## src/rtl/bjc_pkg.sv

```systemverilog
package bjc_pkg;

  // One system-clock decision about the count
  typedef enum logic [1:0] {
    STEP_HOLD = 2'd0,
    STEP_UP   = 2'd1,
    STEP_DOWN = 2'd2
  } step_e;

endpackage

```

## src/rtl/bjc_edge_sync.sv

```systemverilog
module bjc_edge_sync #(
  parameter int STAGES = 2
) (
  input  logic clk,
  input  logic rst_n,
  input  logic async_in,
  output logic level,
  output logic rise
);

  logic [STAGES-1:0] stage_q;
  logic              prev_q;

  // First stage samples the raw strobe; idle level is high
  always_ff @(posedge clk or negedge rst_n) begin
    if (!rst_n) stage_q[0] <= 1'b1;
    else        stage_q[0] <= async_in;
  end

  genvar g;
  generate
    for (g = 1; g < STAGES; g++) begin : g_stage
      always_ff @(posedge clk or negedge rst_n) begin
        if (!rst_n) stage_q[g] <= 1'b1;
        else        stage_q[g] <= stage_q[g-1];
      end
    end
  endgenerate

  always_ff @(posedge clk or negedge rst_n) begin
    if (!rst_n) prev_q <= 1'b1;
    else        prev_q <= stage_q[STAGES-1];
  end

  assign level = stage_q[STAGES-1];
  assign rise  = stage_q[STAGES-1] & ~prev_q;

endmodule

```

## src/rtl/bjc_step_arbiter.sv

```systemverilog
module bjc_step_arbiter
  import bjc_pkg::*;
(
  input  logic  up_lvl,
  input  logic  up_rise,
  input  logic  dn_lvl,
  input  logic  dn_rise,
  output step_e step
);

  logic up_ok;
  logic dn_ok;

  // Each edge counts only while the opposite strobe is high and not rising too
  assign up_ok = up_rise & dn_lvl & ~dn_rise;
  assign dn_ok = dn_rise & up_lvl & ~up_rise;

  always_comb begin
    step = STEP_HOLD;
    if (up_ok)      step = STEP_UP;
    else if (dn_ok) step = STEP_DOWN;
  end

endmodule

```

## src/rtl/bjc_next_count.sv

```systemverilog
module bjc_next_count
  import bjc_pkg::*;
#(
  parameter int CNT_W  = 4,
  parameter bit DECADE = 1'b1
) (
  input  logic [CNT_W-1:0] cur,
  input  step_e            step,
  output logic [CNT_W-1:0] nxt
);

  localparam logic [CNT_W-1:0] TOP = DECADE ? CNT_W'(9) : {CNT_W{1'b1}};

  logic [CNT_W-1:0] up_val;
  logic [CNT_W-1:0] dn_val;

  generate
    if (DECADE) begin : g_decade
      // Values above nine keep stepping in binary until the natural wrap
      assign up_val = (cur == TOP || cur == {CNT_W{1'b1}}) ? '0 : cur + 1'b1;
      assign dn_val = (cur == '0) ? TOP : cur - 1'b1;
    end else begin : g_binary
      assign up_val = cur + 1'b1;
      assign dn_val = cur - 1'b1;
    end
  endgenerate

  always_comb begin
    unique case (step)
      STEP_UP:   nxt = up_val;
      STEP_DOWN: nxt = dn_val;
      default:   nxt = cur;
    endcase
  end

endmodule

```

## src/rtl/bjc_flags.sv

```systemverilog
module bjc_flags #(
  parameter int CNT_W  = 4,
  parameter bit DECADE = 1'b1
) (
  input  logic [CNT_W-1:0] count,
  input  logic             up_lvl,
  input  logic             dn_lvl,
  output logic             carry_n,
  output logic             borrow_n
);

  localparam logic [CNT_W-1:0] TOP = DECADE ? CNT_W'(9) : {CNT_W{1'b1}};

  assign carry_n  = ~((count == TOP) & ~up_lvl);
  assign borrow_n = ~((count == '0)  & ~dn_lvl);

endmodule

```

## src/rtl/bidir_jam_counter.sv

```systemverilog
module bidir_jam_counter
  import bjc_pkg::*;
#(
  parameter int CNT_W       = 4,
  parameter bit DECADE      = 1'b1,
  parameter int SYNC_STAGES = 2
) (
  input  logic             clk,
  input  logic             rst_n,
  input  logic             clear,
  input  logic             load_n,
  input  logic [CNT_W-1:0] jam,
  input  logic             inc_clk,
  input  logic             dec_clk,
  output logic [CNT_W-1:0] count,
  output logic             carry_n,
  output logic             borrow_n
);

  logic [1:0]       rst_pipe_q;
  logic             rst_n_int;
  logic             up_lvl, up_rise, dn_lvl, dn_rise;
  step_e            step;
  logic [CNT_W-1:0] cnt_q, cnt_d, cnt_step;
  logic             cnt_en;

  // Reset: asserted at once, released on a clock edge
  always_ff @(posedge clk or negedge rst_n) begin
    if (!rst_n) rst_pipe_q <= 2'b00;
    else        rst_pipe_q <= {rst_pipe_q[0], 1'b1};
  end
  assign rst_n_int = rst_pipe_q[1];

  bjc_edge_sync #(.STAGES(SYNC_STAGES)) u_up_sync (
    .clk(clk), .rst_n(rst_n_int), .async_in(inc_clk),
    .level(up_lvl), .rise(up_rise)
  );

  bjc_edge_sync #(.STAGES(SYNC_STAGES)) u_dn_sync (
    .clk(clk), .rst_n(rst_n_int), .async_in(dec_clk),
    .level(dn_lvl), .rise(dn_rise)
  );

  bjc_step_arbiter u_arb (
    .up_lvl(up_lvl), .up_rise(up_rise),
    .dn_lvl(dn_lvl), .dn_rise(dn_rise),
    .step(step)
  );

  bjc_next_count #(.CNT_W(CNT_W), .DECADE(DECADE)) u_next (
    .cur(cnt_q), .step(step), .nxt(cnt_step)
  );

  // Next state: clear over load over counting
  always_comb begin
    cnt_d  = cnt_q;
    cnt_en = 1'b0;
    if (clear) begin
      cnt_d  = '0;
      cnt_en = 1'b1;
    end else if (!load_n) begin
      cnt_d  = jam;
      cnt_en = 1'b1;
    end else if (step != STEP_HOLD) begin
      cnt_d  = cnt_step;
      cnt_en = 1'b1;
    end
  end

  always_ff @(posedge clk or negedge rst_n_int) begin
    if (!rst_n_int)  cnt_q <= '0;
    else if (cnt_en) cnt_q <= cnt_d;
  end

  // Clear and load reach the output without waiting for a clock edge
  always_comb begin
    if (clear)        count = '0;
    else if (!load_n) count = jam;
    else              count = cnt_q;
  end

  bjc_flags #(.CNT_W(CNT_W), .DECADE(DECADE)) u_flags (
    .count(count), .up_lvl(up_lvl), .dn_lvl(dn_lvl),
    .carry_n(carry_n), .borrow_n(borrow_n)
  );

endmodule

```

## config.mk

```make
export PLATFORM = sky130hd
export DESIGN_NAME = bidir_jam_counter
export DESIGN_NICKNAME = d
export VERILOG_FILES = /design/src/rtl/bjc_pkg.sv /design/src/rtl/bjc_edge_sync.sv /design/src/rtl/bjc_step_arbiter.sv /design/src/rtl/bjc_next_count.sv /design/src/rtl/bjc_flags.sv /design/src/rtl/bidir_jam_counter.sv
export SDC_FILE = /design/constraint.sdc
export NUM_CORES = 1
export LEC_CHECK = 0
export CAP_MARGIN = 20
export CORE_MARGIN = 3
export CORE_UTILIZATION = 49
export CTS_CLUSTER_DIAMETER = 120
export DETAILED_ROUTE_END_ITERATION = 6
export PLACE_DENSITY = 0.78
export SYNTH_ARGS = -nofsm -noshare
export SYNTH_HDL_FRONTEND = slang
export SYNTH_SLANG_ARGS = --single-unit
```

## constraint.sdc

```tcl
create_clock -name clk -period 1.45 [get_ports clk]
set_clock_uncertainty 0.05 [all_clocks]
set_input_delay 0.145 -clock clk [delete_from_list [all_inputs] [get_ports clk]]
set_output_delay 0.145 -clock clk [all_outputs]
set_load 0.01 [all_outputs]
```

# Word level (Yosys, flattened, before mapping)
# Index checks and enable logic that the tools add are counted.
[classes]
n_div = 0
shift = 0
n_addsub = 2
bitwise = 16
n_lt_le_gt_ge = 0
n_eq_ne = 7
mux = 13
reduce_logical = 5
multipliers = 0
[ops]
columns = ["operator", "n"]
rows = [
  ["2-to-1 mux 4 bit", 7],
  ["equality test 4 bit (second input constant)", 3],
  ["AND 1 bit", 8],
  ["zero test 4 bit", 2],
  ["NOT 1 bit", 8],
  ["case mux 4 bit (2 select lines)", 1],
  ["adder 4 x 1 -> 4 bit (second input constant)", 1],
  ["2-to-1 mux 2 bit", 2],
  ["!= test 4 x 2 -> 1 bit (second input constant)", 1],
  ["subtractor 4 x 1 -> 4 bit (second input constant)", 1],
  ["2-to-1 mux 1 bit", 3],
  ["!= test 3 x 2 -> 1 bit (second input constant)", 1],
  ["AND reduction 3 bit", 1],
  ["equality test 2 x 1 -> 1 bit (second input constant)", 1],
  ["equality test 2 bit (second input constant)", 1],
  ["nonzero test 2 bit", 1],
  ["logical OR 1 bit", 1],
]
[totals]
wordCells = 51
romBits = 0
mem_count = 0
reg_bits = 12
latchBits = 0
mem_bits_rw = 0

# Depth between registers and ports, before layout
# Gate-level depths: netlist (run 1).
[logic_depth]
word_depth = 11
depth_mapped = 6
depth_no_buf = 6

# Hierarchy
# Synthesis (run 1) repeated with hierarchy kept, for this count alone.
[unflattened]
cells_unflattened = 87
area_unflattened_um2 = 832.0
[modules_own_cells]
columns = ["mod", "area_each_um2", "cells_each", "n_inst", "seq_area_each_um2"]
rows = [
  ["bidir_jam_counter", 319.1, 34, 1, 150.1],
  ["bjc_next_count", 281.5, 38, 1, 0.0],
  ["bjc_edge_sync", 92.6, 4, 2, 78.8],
  ["bjc_step_arbiter", 25.0, 3, 1, 0.0],
  ["bjc_flags", 21.3, 4, 1, 0.0],
]

# Worst setup path before layout (run 1)
# OpenSTA, ideal clock, no wires.
[synth_timing]
path_type = "reg-to-reg"
from = "reg cnt_q[0]"
to = "reg cnt_q[3]"
path_slack_ns = -0.198
setup_time_ns = 0.094
path_stages_with_launch = 7
synth_period_minus_slack_ns = 1.648
required_ns = 1.306
n_path_buf = 0
t_arrival_ns = 1.504
path_cell_list = "dfrtp_1 > inv_1 > ha_1 > nor3b_2 > nor4b_1 > a311o_1 > a221oi_2"
[synth_between]
elab_chain_len = 7
elab_cells_between_ends = 12
classes_between = "add/sub: 2; eq/ne: 2; mux: 6; reduce/logical: 2"
[synth_rtl]
columns = ["item", "line_no", "source"]
rows = [
  ["start, declared", "bidir_jam_counter.sv:24", "logic [CNT_W-1:0] cnt_q, cnt_d, cnt_step;"],
  ["start signal, assigned", "bidir_jam_counter.sv:72", "else if (cnt_en) cnt_q <= cnt_d;"],
  ["branches (longest 3 deep; another with subtractor 4 x 1 -> 4 bit)", "-", ""],
  ["case mux 4 bit (2 select lines) *", "bjc_next_count.sv:29", "unique case (step)"],
  ["2-to-1 mux 4 bit *", "bidir_jam_counter.sv:64", "end else if (step != STEP_HOLD) begin"],
  ["2-to-1 mux 4 bit *", "bidir_jam_counter.sv:61", "end else if (!load_n) begin"],
  ["2-to-1 mux 4 bit *", "bidir_jam_counter.sv:58", "if (clear) begin"],
]
# Every way passes the cells marked *. The select of a mux whose other input is x is not followed.
# A chain may end at the register's enable or synchronous reset.

# Worst setup path in the final report (run 1)
[layout_timing]
from = "reg u_up_sync.prev_q"
to = "reg cnt_q[3]"
[layout_between]
elab_chain_len = 11
elab_cells_between_ends = 21
classes_between = "eq/ne: 4; mux: 9; bitwise: 6; reduce/logical: 2"
[layout_rtl]
columns = ["item", "line_no", "source"]
rows = [
  ["start, declared", "bjc_edge_sync.sv:12", "logic prev_q;"],
  ["start signal, assigned", "bjc_edge_sync.sv:32", "else prev_q <= stage_q[STAGES-1];"],
  ["NOT 1 bit *", "bjc_edge_sync.sv:36", "assign rise = stage_q[STAGES-1] & ~prev_q;"],
  ["AND 1 bit *", "bjc_edge_sync.sv:36", ""],
  ["NOT 1 bit", "bjc_step_arbiter.sv:16", "assign dn_ok = dn_rise & up_lvl & ~up_rise;"],
  ["AND 1 bit", "bjc_step_arbiter.sv:16", ""],
  ["2-to-1 mux 2 bit", "bjc_step_arbiter.sv:21", "else if (dn_ok) step = STEP_DOWN;"],
  ["2-to-1 mux 2 bit *", "bjc_step_arbiter.sv:20", "if (up_ok) step = STEP_UP;"],
  ["equality test 2 bit, or another cell as far along", "bjc_next_count.sv:29", ""],
  ["case mux 4 bit (2 select lines) or 2-to-1 mux 1 bit (tied branches)", "bjc_next_count.sv:29, bidir_jam_counter.sv:64", ""],
  ["2-to-1 mux 4 bit or 2-to-1 mux 1 bit (tied branches)", "bidir_jam_counter.sv:64, bidir_jam_counter.sv:61", ""],
  ["2-to-1 mux 4 bit or 2-to-1 mux 1 bit (tied branches)", "bidir_jam_counter.sv:61, bidir_jam_counter.sv:58", ""],
  ["2-to-1 mux 4 bit or AND reduction 3 bit (tied branches)", "-", ""],
]
# Mark *: on every way between the ends. The rest lies on a longest branch, timed or not. The select of a mux whose other input is x is not followed.

==> flow_summary.toml, run 1 <==
[logic_synthesis]
synthTopCellsByArea = "dfstp_2 20%, dfrtp_1 19%, mux2i_1 5.1%"
synth.distinct_cells = 36
synth_nets = 93
synth-seq-area-share = 0.392
synth_top_cell_by_area = "dfstp_2"
syn-instance-count = 80
synth_top_area_share = 0.201
synth_seq_cells = 12
synth.cell_area_um2 = 786
synth_warnings = 0
syn_avg_cell_area_um2 = 9.82

[worst_setup_path]
critPathTopFamily = "compound AO/OA/AOI/OAI gates"
start_kind = "register"
path_max_fanout = 4
cp_cell_sequence = "xor2_1 > a311oi_2 > a311o_1 > a221oi_2"
crit_arrival_ns = 1.88
cp.buffers_inverters = 0
crit_required_ns = 1.56
path_class = "register to register"
slowest_delay_ns = 0.57
slowest_stage = "dfstp_2"
end_kind = "register"

[timing]
fin_crit_sh = 1.22
post-route-min-period_ns = 1.78
setup_ws_ns = -0.326
rsz0062_at_grt = "yes"
setup_viol = 6
finalMaxSlewViolations = 0
timing.fmax_mhz = 563
finalHoldViolCount = 0
setup-tns-final_ns = -1.01

[die]
initial_core_util = 0.562
ios = 16
die_w_um = 46.0
rows = 13
dieArea_um2 = 2120
core_area_um2 = 1400
die_height_um = 46.0

[place]
numPortBuffers = 15
place.detailed.hpwl_mm = 1.62
place_congestion = 0.836
dpl_cell_area_um2 = 1110

[route]
routed_wl_mm = 2.85
vias_per_cell = 6.28
firstDrtPassIters = 4
num_vias = 886
wl_per_cell_um = 20.2
drtIter0Drc = 40
drc = 0
ant_nets = 0

[finish]
drive_gt1_frac = 0.595
mostFrequentLayoutCell = "buf_4"
insertedDiodeCount = 0
area_growth_pct = 65.3
layout_common_cells = "29 x buf_4, 8 x clkdlybuf4s50_1, 7 x nand2_1"
final_cell_area_um2 = 1300
fin_nets = 140
utilization = 0.928

[power]
total_power_mw = 1.02
leakage_nw = 0.569
p_seq_frac = 0.388
vdd_drop_max_uv = 862
pwr-share-clk = 0.187
p_sw_frac = 0.312
p_int_mw = 0.701
power_density_nw_per_um2 = 784
p_comb_frac = 0.425
switchingPower_mw = 0.317

[global_route]
grt_pass1_wl_mm = 3.95
grt_util_all_layers = 0.268
grt_max_degree = 11
gr-total-overflow = 0
grt_pass1_vias = 860
grt_antenna_before_repair = 0

[clock_tree]
ctsHtreeMaxLevel = 1
clock_sinks = 12
clockRootBuffer = "clkbuf_4"
clkLatencyLatePin_ns = 0.25
cts_buffer_depth = 2
clk_pin_slew_ns = 0.07
cts_buffers = 3
tritoncts = "built"

[run]
cap_violations = 0

[hold_path]
hp-class = "register to asynchronous set/reset pin"

[outcome]
status = "finished, violations left"
violations = "negative setup slack"
area by class of cell:
class,instances,area (um2)
well taps,15,18.8
multi-input cells,59,557
clock buffers,4,26.3
inverters,4,17.5
fillers,48,100
flip-flops and latches,12,310
repair buffers,47,369
repair_timing:
| action | 4_1_cts | 5_1_grt |
|---|---|---|
| setup endpoints to repair | 10 | 9 |
| gates resized for setup | 34 | 16 |
| setup buffers | 7 | 2 |
| cloned | 0 | 0 |
| endpoints found under the hold margin | 2 | 0 |
| pin swaps | 13 | 9 |
| hold buffers | 1 | 0 |
power groups by stage:
stage               combinational [mW]  sequential (mW)  clock (mW)
floorplan                        0.155            0.395           0
global placement                 0.285            0.400           0
detailed placement               0.297            0.403           0
CTS                              0.369            0.395       0.207
global route                     0.457            0.399       0.217
finish                           0.433            0.395       0.190
synthesized netlist by cell type:
master     n
nand2_1    8
nor2_1     7
dfrtp_1    6
dfstp_2    6
a21oi_1    5
inv_1      4
mux2i_1    4
nor3_1     4
ha_1       3
nand4b_1   3
and4b_2    2
buf_4      2
nand3b_1   2
o21ai_0    2
a21bo_2    1
a21o_1     1
a221oi_1   1
a221oi_2   1
a2bb2oi_1  1
a311o_1    1
a311oi_1   1
a311oi_2   1
a31oi_1    1
buf_2      1
clkbuf_1   1
clkbuf_2   1
conb_1     1
mux2_1     1
nand2b_1   1
nand2b_4   1
nor3_2     1
nor3b_2    1
nor4b_1    1
o31ai_1    1
o41ai_1    1
xor2_1     1
routing by layer:
metal | global-route usage | share of wire
met4 | 0.114 | 0.038
met2 | 0.470 | 0.48
met5 | 0 | 0
met1 | 0.317 | 0.36
met3 | 0.0435 | 0.11
worst reg2reg max path: cells and delay by family, from the launching register on:
kind | cells | cell delay, ns
compound gates | 3 | 0.82
xor+xnor | 1 | 0.25
flops | 1 | 0.57
final timing paths:
check / start / endpoint / slack (ns) / cells past startpoint
setup reg to reg: u_up_sync.prev_q / cnt_q[3] / -0.33 / 4
hold reg to reg: rst_pipe_q[1] / cnt_q[2] / 0.09 / 0
hold / removal: rst_pipe_q[1] / cnt_q[2] / 0.09 / 0
min in group clk: dec_clk / u_dn_sync.stage_q[0] / 0.25 / 1
max in group asynchronous: rst_n / rst_pipe_q[1] / 0.67 / 2
setup / recovery: u_up_sync.prev_q / cnt_q[3] / -0.33 / 4
metrics by stage:
step | hold WS, ns | setup slack, ns | std cells
final | 0.0898 | -0.326 | 141
after detailed placement | 0.0974 | -0.686 | 128
after global routing | 0.119 | -0.373 | 141
after global placement | 0.0929 | -0.600 | 128
after floorplan | -0.201 | -0.144 | 80
after CTS | 0.104 | -0.260 | 139
registers in the layout (all words and copies together) (netlist names):
name,count
u_up_sync.prev_q,1
u_dn_sync.level,1
u_up_sync.stage_q,1
cnt_q,4
u_dn_sync.stage_q,1
u_up_sync.level,1
rst_pipe_q,2
u_dn_sync.prev_q,1
cells by family after synthesis:
group                      Yosys count  synth area share
adders and majority gates            3            0.0478
muxes                                5            0.0653
DFF                                 12             0.392
AOI/OAI and AO/OA                   18             0.180
and+or+nand+nor                     31             0.244
buffers and inverters                9            0.0557
xor gates and xnor gates             1            0.0111
other                                1           0.00477
(Power assumes the default switching activity.)
==> run 2, diff against run 1 <==
--- a/config.mk
+++ b/config.mk
@@ -6,11 +6,12 @@
 export NUM_CORES = 1
 export LEC_CHECK = 0
 export CAP_MARGIN = 20
-export CORE_MARGIN = 3
+export CORE_MARGIN = 8
 export CORE_UTILIZATION = 49
 export CTS_CLUSTER_DIAMETER = 120
 export DETAILED_ROUTE_END_ITERATION = 6
 export PLACE_DENSITY = 0.78
+export SETUP_SLACK_MARGIN = 0.05
 export SYNTH_ARGS = -nofsm -noshare
 export SYNTH_HDL_FRONTEND = slang
 export SYNTH_SLANG_ARGS = --single-unit
==> run 2 against run 1 <==
Net effect: the flow still finishes with violations (negative setup slack); total power fell by 7.8%; register-to-register slack better by 0.07 ns; cell count fell by 2.1%; sequential power about the same; global-route usage down 13 points; final area decreased by 6.0%; via count down 11%; first-iteration DRC count down 57%; critical endpoint is now cnt_q[1]; largest cell class unchanged; worst setup slack gained 0.072 ns.
==> flow_summary.toml, run 2 (same netlist as run 1, synthesis figures left out) <==
[place]
numPortBuffers = 15
post-place-ws_ns = -0.630
numPlacedInstances = 130
place_congestion = 0.829
place.detailed.hpwl_mm = 1.64

[route]
ant_nets = 0
firstDrtPassIters = 4
num_vias = 790
drc = 0
routed_wl_mm = 2.20
wl_per_cell_um = 15.9
drtIter0Drc = 17
vias_per_cell = 5.72

[global_route]
grt_util_all_layers = 0.135
grt_pass1_wl_mm = 3.58
grt_max_degree = 11
gr-total-overflow = 0
grt_antenna_before_repair = 0
grt_pass1_vias = 800

[timing]
setup-tns-final_ns = -0.810
rsz0062_at_grt = "yes"
finalHoldViolCount = 0
finalMaxSlewViolations = 0
setup_ws_ns = -0.254
setup_viol = 7
fin_crit_sh = 1.18
post-route-min-period_ns = 1.70
timing.fmax_mhz = 587

[clock_tree]
cts_buffer_depth = 2
clkLatencyLatePin_ns = 0.26
tritoncts = "built"
clk_pin_slew_ns = 0.07
ctsHtreeMaxLevel = 1
cts_buffers = 3
clock_sinks = 12
clockRootBuffer = "clkbuf_4"

[finish]
stdcell_count = 138
regMostFlops = "cnt_q"
utilization = 0.811
mostFrequentLayoutCell = "buf_4"
insertedDiodeCount = 0
largest_reg_flops = 4
drive_gt1_frac = 0.541
reg_top3 = "cnt_q x4, rst_pipe_q x2"
area_growth_pct = 55.4
n_fill_cell = 90
fin_nets = 136
layout_common_cells = "27 x buf_4, 8 x clkdlybuf4s50_1, 7 x nor2_1, 7 x nand2_1, 6 x dfstp_2"

[power]
power_density_nw_per_um2 = 769
leakage_nw = 0.532
vdd_drop_max_uv = 703
total_power_mw = 0.939

[worst_setup_path]
start_kind = "register"
path_max_fanout = 6
path_class = "register to register"
crit_required_ns = 1.53
crit_arrival_ns = 1.79
end_kind = "register"

[die]
rows = 14
die_w_um = 56.0
dieArea_um2 = 3140
core_area_um2 = 1510
ios = 16
die_height_um = 56.0
initial_core_util = 0.522

[hold_path]
hp-class = "register to asynchronous set/reset pin"

[outcome]
violations = "negative setup slack"
status = "finished, violations left"

[run]
cap_violations = 0
## run 2: cell types whose count changed in the layout (fill, tap and decap cells not counted), sizes merged
cell         before  now
dlygate4sd2       1    2
clkbuf            6    5
buf              35   31
## run 2: where the power goes
group	leakage, nW	internal [mW]	switching [mW]
clock network	0.0150	0.106	0.0906
logic	0.381	0.192	0.155
registers	0.136	0.366	0.0307
## run 2: per-layer routing
| layer | up-vias | global-route usage | part of all wire |
|---|---|---|---|
| li1 | 375 | - | - |
| met1 | 365 | 0.160 | 0.42 |
| met2 | 42 | 0.216 | 0.46 |
| met3 | 8 | 0.0434 | 0.081 |
| met4 | 0 | 0.0584 | 0.036 |
| met5 | - | 0 | 0 |
## run 2: critical path, cell delays in order (launching register included)
cell and delay (ns):
dfrtp_2 0.46, inv_2 0.10, ha_4 0.14, nor3b_4 0.22, buf_4 0.16, nor3_1 0.04, a311oi_1 0.30, o41ai_2 0.11
## run 2: final timing paths
check / from / end / slack, ns / cells after the start
worst min register to register: rst_pipe_q[1] / cnt_q[2] / 0.1 / 0
worst min-delay path: rst_pipe_q[1] / cnt_q[2] / 0.1 / 0
worst max-delay path: cnt_q[1] / cnt_q[1] / -0.25 / 7
worst max register to register: cnt_q[1] / cnt_q[1] / -0.25 / 7
min in group clk: inc_clk / u_up_sync.stage_q[0] / 0.24 / 1
max in group asynchronous: rst_n / rst_pipe_q[1] / 0.70 / 2
## run 2: repair_timing
action	CTS	global route
pin swaps	7	5
setup buffers	2	2
gates resized for setup	31	7
setup endpoints to repair	10	9
endpoints found under the hold margin	2	0
hold buffers	1	0
## run 2: cell type report
class / count / area (um2) / share of cell area
flip-flops and latches: 12 / 310 / 0.254
clock buffers: 4 / 26.3 / 0.0215
repair buffers: 43 / 342 / 0.280
well taps: 16 / 20.0 / 0.0164
multi-input cells: 59 / 508 / 0.416
inverters: 4 / 15.0 / 0.0123
## run 2: metrics by stage
stage               area [um2]  hold WS (ns)
global placement          1120        0.0913
detailed placement        1120         0.104
CTS                       1190         0.110
global route              1220         0.135
floorplan                  808        -0.201
finish                    1220        0.0951
